### src/rtl/fpe_pkg.sv
package fpe_pkg;
  typedef enum logic [1:0] {
    FPE_INTERNAL = 2'd0,
    FPE_DISCARD  = 2'd1,
    FPE_EXTERNAL = 2'd2
  } fpe_mode_e;
endpackage

### src/rtl/fpe_mode_sel.sv
module fpe_mode_sel
  import fpe_pkg::*;
(
  input  logic      ne_bit,
  input  logic      ignore_in,
  output fpe_mode_e mode
);
  // the control bit dominates; the ignore pin matters only when it is clear
  always_comb begin
    if (ne_bit)         mode = FPE_INTERNAL;
    else if (ignore_in) mode = FPE_DISCARD;
    else                mode = FPE_EXTERNAL;
  end
endmodule

### src/rtl/fpe_pending_flag.sv
module fpe_pending_flag
  import fpe_pkg::*;
(
  input  logic      clk,
  input  logic      rst_n,
  input  fpe_mode_e mode,
  input  logic      err_event,
  input  logic      err_clear,
  input  logic      consume,
  output logic      pend_q,
  output logic      pend_d
);
  // a fresh event outranks a clear or a report in the same cycle
  always_comb begin
    if (mode == FPE_DISCARD)     pend_d = 1'b0;
    else if (err_event)          pend_d = 1'b1;
    else if (err_clear || consume) pend_d = 1'b0;
    else                         pend_d = pend_q;
  end

  always_ff @(posedge clk or negedge rst_n) begin
    if (!rst_n) pend_q <= 1'b0;
    else        pend_q <= pend_d;
  end
endmodule

### src/rtl/fpe_report_seq.sv
module fpe_report_seq
  import fpe_pkg::*;
(
  input  logic      clk,
  input  logic      rst_n,
  input  fpe_mode_e mode,
  input  logic      wait_strobe,
  input  logic      pend_q,
  input  logic      pend_d,
  output logic      consume,
  output logic      exc_req,
  output logic      stall
);
  logic ext_mode;
  logic stall_d;

  assign ext_mode = (mode == FPE_EXTERNAL);
  assign consume  = (mode == FPE_INTERNAL) && wait_strobe && pend_q;
  assign stall_d  = ext_mode && pend_d && (stall || (wait_strobe && pend_q));

  always_ff @(posedge clk or negedge rst_n) begin
    if (!rst_n) begin
      exc_req <= 1'b0;
      stall   <= 1'b0;
    end else begin
      exc_req <= consume;
      stall   <= stall_d;
    end
  end
endmodule

### src/rtl/fpe_report_ctrl.sv
module fpe_report_ctrl
  import fpe_pkg::*;
(
  input  logic clk,
  input  logic rst_n,
  input  logic ne_bit,
  input  logic ignore_in,
  input  logic err_event,
  input  logic err_clear,
  input  logic wait_strobe,
  output logic exc_req,
  output logic err_pin,
  output logic stall
);
  fpe_mode_e mode;
  logic      pend_q;
  logic      pend_d;
  logic      consume;

  fpe_mode_sel u_mode (
    .ne_bit    (ne_bit),
    .ignore_in (ignore_in),
    .mode      (mode)
  );

  fpe_pending_flag u_pend (
    .clk       (clk),
    .rst_n     (rst_n),
    .mode      (mode),
    .err_event (err_event),
    .err_clear (err_clear),
    .consume   (consume),
    .pend_q    (pend_q),
    .pend_d    (pend_d)
  );

  fpe_report_seq u_seq (
    .clk         (clk),
    .rst_n       (rst_n),
    .mode        (mode),
    .wait_strobe (wait_strobe),
    .pend_q      (pend_q),
    .pend_d      (pend_d),
    .consume     (consume),
    .exc_req     (exc_req),
    .stall       (stall)
  );

  assign err_pin = pend_q && (mode == FPE_EXTERNAL);
endmodule

### config.mk
export PLATFORM = sky130hd
export DESIGN_NAME = fpe_report_ctrl
export DESIGN_NICKNAME = d
export VERILOG_FILES = /design/src/rtl/fpe_pkg.sv /design/src/rtl/fpe_mode_sel.sv /design/src/rtl/fpe_pending_flag.sv /design/src/rtl/fpe_report_seq.sv /design/src/rtl/fpe_report_ctrl.sv
export SDC_FILE = /design/constraint.sdc
export NUM_CORES = 1
export LEC_CHECK = 0
export BUFFER_PORTS_ARGS = -buffer_cell sky130_fd_sc_hd__buf_4
export CAP_MARGIN = 15
export CORE_AREA = 2 2 39 41
export DETAILED_ROUTE_END_ITERATION = 8
export DIE_AREA = 0 0 41 43
export GPL_ROUTABILITY_DRIVEN = 0
export GPL_TIMING_DRIVEN = 0
export MAX_ROUTING_LAYER = met4
export SLEW_MARGIN = 20
export SYNTH_ARGS = -nofsm -noshare
export SYNTH_HDL_FRONTEND = slang
export SYNTH_SLANG_ARGS = --single-unit
export TNS_END_PERCENT = 1
### constraint.sdc
create_clock -name clk -period 0.8 [get_ports clk]
set_input_delay 0.16 -clock clk [delete_from_list [all_inputs] [get_ports clk]]
set_output_delay 0.16 -clock clk [all_outputs]
set_load 0.005 [all_outputs]
# == After elaboration in Yosys (flattened, before gate mapping) ==
# Cells that the tools add are included.
# W data, S select, Z words.
# classes
reduce_logical,9
n_eq_ne,2
n_mux,5
# op_table
cell,count
$logic_and A1 B1 Y1,6
$mux W2,2
$mux W1,3
$eq A2 B1 Y1 const B,1
$eq A2 B2 Y1 const B,1
$logic_not A2 Y1,1
$logic_or A1 B1 Y1,2
# totals
wordCells,19
output_inout_bits,3
reg_bits,3

# == Longest topological paths before layout ==
# logic_depth
ltp_word,11
depth_mapped,3
ltp_nobuf,3

# == Hierarchy ==
# Synthesis repeated with hierarchy kept, for this count alone.
# hier_totals
cells_unflattened,14
hier_area_um2,160.2
# modules_own_cells
module,area_per_inst_um2,cells_per_inst,n_inst
fpe_report_seq,77.6,7,1
fpe_pending_flag,56.3,4,1
fpe_mode_sel,17.5,2,1
fpe_report_ctrl,8.8,1,1

# == Least setup slack after synthesis ==
# OpenSTA, ideal clock, no wires.
# synth_timing
path_kind,register -> register
from,register u_pend.pend_q
to,register u_seq.stall
required_time_ps,674
setup_ps,126
stages_incl_launch_ff,3
arrival_ps,627
slack_ps,47
path_buffers,0
cell_sequence,dfrtp_1 -> a31oi_1 -> nor4_1
# synth_via
elab_chain_cells,7
word_cells_on_any_way,9
cone_classes,3 x mux; 6 x reduce/logical
# synth_rtl
element,line_no,text
start: declaration,fpe_pending_flag.sv:10,"output logic pend_q,"
start signal: assignment,fpe_pending_flag.sv:23,else pend_q <= pend_d;
$logic_and A1 B1 Y1,fpe_report_seq.sv:18,assign consume = (mode == FPE_INTERNAL) && wait_strobe && pend_q;
$logic_or A1 B1 Y1,fpe_pending_flag.sv:17,else if (err_clear || consume) pend_d = 1'b0;
$mux W1,fpe_pending_flag.sv:17,
$mux W1,fpe_pending_flag.sv:16,else if (err_event) pend_d = 1'b1;
$mux W1,fpe_pending_flag.sv:15,if (mode == FPE_DISCARD) pend_d = 1'b0;
$logic_and A1 B1 Y1,fpe_report_seq.sv:19,assign stall_d = ext_mode && pend_d && (stall || (wait_strobe && pend_q));
$logic_and A1 B1 Y1 (*),fpe_report_seq.sv:19,
via u_seq.stall_d,fpe_report_seq.sv:15,logic stall_d;
end signal: assignment,fpe_report_seq.sv:27,stall <= stall_d;
end: declaration,fpe_report_seq.sv:12,output logic stall
# The timed path passes the listed nets; every way through them passes the cells marked *.

# == Final worst setup path ==
# layout_timing
from,register u_pend.pend_q
to,output port err_pin
# layout_via
elab_chain_cells,1
# layout_rtl
element,line_no,text
$logic_and A1 B1 Y1,fpe_report_ctrl.sv:49,assign err_pin = pend_q && (mode == FPE_EXTERNAL);
end: declaration,fpe_report_ctrl.sv:12,"output logic err_pin,"
# No other way between the ends.

==> reports/qor.yml <==
io_buffers: 9
drtIter0Drc: 1
fillers: 156
synth_nets: 19
rsz0062_at_grt: "yes"
viasPerCell: 3.30
busiest_layer: "met4"
syn_inst: 12
first_global_vias: 144
total_power_w: 0.000512
drt-pass1-iter-count: 4
drive_gt1_share_pct: 63.0
skew_ns: 0.00175
grt_usage_pct: 5.45
peakVddDrop_mv: 0.296
antenna_cells: 0
design.core.area_um2: 1380
multi_input_area_um2: 67.6
critical_path_class: "reg2out"
cts_tree: "done"
end_kind: "primary output"
syn_avg_cell_area_um2: 10.3
slew_viol_final: 0
stdcell_area_um2: 289
die-area_um2: 1760
yosysWarnings: 0
p_leak_nw: 0.137
path_clk_slew_ns: 0.04
cts_sinks: 3
wire_per_inst_um: 7.84
die_y_um: 43
cts-htree-levels: 1
grt_pass1_wl_um: 483
fmax_mhz: 972
antenna_found_initial: 0
wl_um: 337
area_growth_pct: 133
gr-total-overflow: 0
placed_area_um2: 211
setup_ws_ns: -0.229
crit_arrival_ns: 0.87
cts_made_buffers: 3
max-slew-margin-rel_pct: 86.9
hp-class: "in2reg"
boundaryPins: 10
drtAntennaViolNets: 0
rrSetupSlack_ns: -0.04
root_buffer: "clkbuf_4"
grt.met1_usage_pct: 3.21
ys_seq_area_share_pct: 60.6
synth_seq_cells: 3
p_per_area_nw_per_um2: 1770
tns_ns: -0.460
startpoint_type: "register"
drv_cap: 0
grt_util_met2_pct: 5.94
clkLatencyLatePin_ns: 0.23
drc: 0
die_x_um: 41
ys_types: 8
violations: "negative setup slack"
clockBufferDepth: 2
crit_path_max_fanout: 2
start_util_pct: 8.95
setup_viol: 5
grt_max_degree: 6
met3_usage_pct: 4.71
synth_area_um2: 124
tightest_slew_ns: 0.194
num_rows: 14
status: "complete, but fails checks"
final_hold_viol_count: 0
cp.required_ns: 0.64
fin_crit_ns: 1.03
place_ws_ns: -0.0497
final_nets: 35
regArea_um2: 75.1
dr_total_vias: 142
fin_crit_sh_pct: 129
## stage by stage
stage | std cells | hold WS [ns] | util (%)
2_1_floorplan | 12 | -0.136 | -
3_3_place_gp | 37 | -0.0503 | 15.3
3_5_place_dp | 37 | -0.0498 | 15.3
4_1_cts | 43 | 0.103 | 20.4
5_1_grt | 43 | 0.101 | 20.9
6_report | 43 | 0.111 | 20.9
## worst max-delay path, cell delays in order (launching register included)
cell and delay, ns:
dfrtp_1 0.36, nor3b_2 0.15, buf_4 0.13
## registers in the layout (all words and copies together) (netlist names)
register and count:
u_pend.pend_q 1, u_seq.stall 1, u_seq.exc_req 1
## cells in the mapped netlist, drive strengths merged
cell type	n	area [um2]
a21oi	2	10.0
a31oi	1	6.26
and3	1	7.51
dfrtp	3	75.1
inv	2	7.51
nand2	1	3.75
nor3b	1	7.51
nor4	1	6.26
## layer usage
metal	wire (um)	up-vias
met3	24	0
met5	0	-
met4	0	0
met1	121	64
li1	-	72
met2	192	6
## logic make-up after synthesis
| logic type | after synthesis | synth area share [%] |
|---|---|---|
| AOI/OAI and AO/OA | 3 | 13.1 |
| DFF | 3 | 60.6 |
| and+or+nand+nor | 4 | 20.2 |
| buffers and inverters | 2 | 6.06 |
## cells in the final DEF, fill, tap and decap left out
master	n
a21oi_1	2
nand2_1	1
buf_4	8
inv_1	2
a31oi_4	1
and3_2	1
buf_6	2
dfrtp_1	3
nor3b_2	1
nor4_2	1
clkbuf_1	1
dlygate4sd3_1	1
clkbuf_4	3
## cell type report
cell class | instances | area share, %
Sequential cell | 3 | 26.0
Clock buffer | 4 | 9.09
Timing Repair Buffer | 11 | 32.0
Inverter | 2 | 2.60
Multi-Input combinational cell | 7 | 23.4
Tap cell | 16 | 6.93
## report_power, final
group | total (W) | switching (W) | internal, W
registers | 0.000164 | 0.00000346 | 0.000160
clock network | 0.000266 | 0.0000791 | 0.000187
logic | 0.0000826 | 0.0000330 | 0.0000496
total | 0.000512 | 0.000116 | 0.000397
## final timing paths
check | startpoint | to | cells after the start
setup / recovery | u_pend.pend_q | err_pin | 2
max in group asynchronous | rst_n | u_pend.pend_q | 2
setup reg to reg | u_pend.pend_q | u_seq.stall | 3
hold / removal | ignore_in | u_seq.stall | 2
hold reg to reg | u_seq.stall | u_seq.stall | 2
min in group asynchronous | rst_n | u_seq.stall | 2
## timing repair
| action | CTS | global route |
|---|---|---|
| gates resized for setup | 5 | 1 |
| endpoints found under the setup margin | 5 | 6 |
| hold buffers | 1 | 0 |
| endpoints found under the hold margin | 3 | 0 |
| pin swaps | 1 | 0 |
| buffers inserted | 1 | 0 |
| cloned | 0 | 0 |
Power figures use the tool's default switching activity.
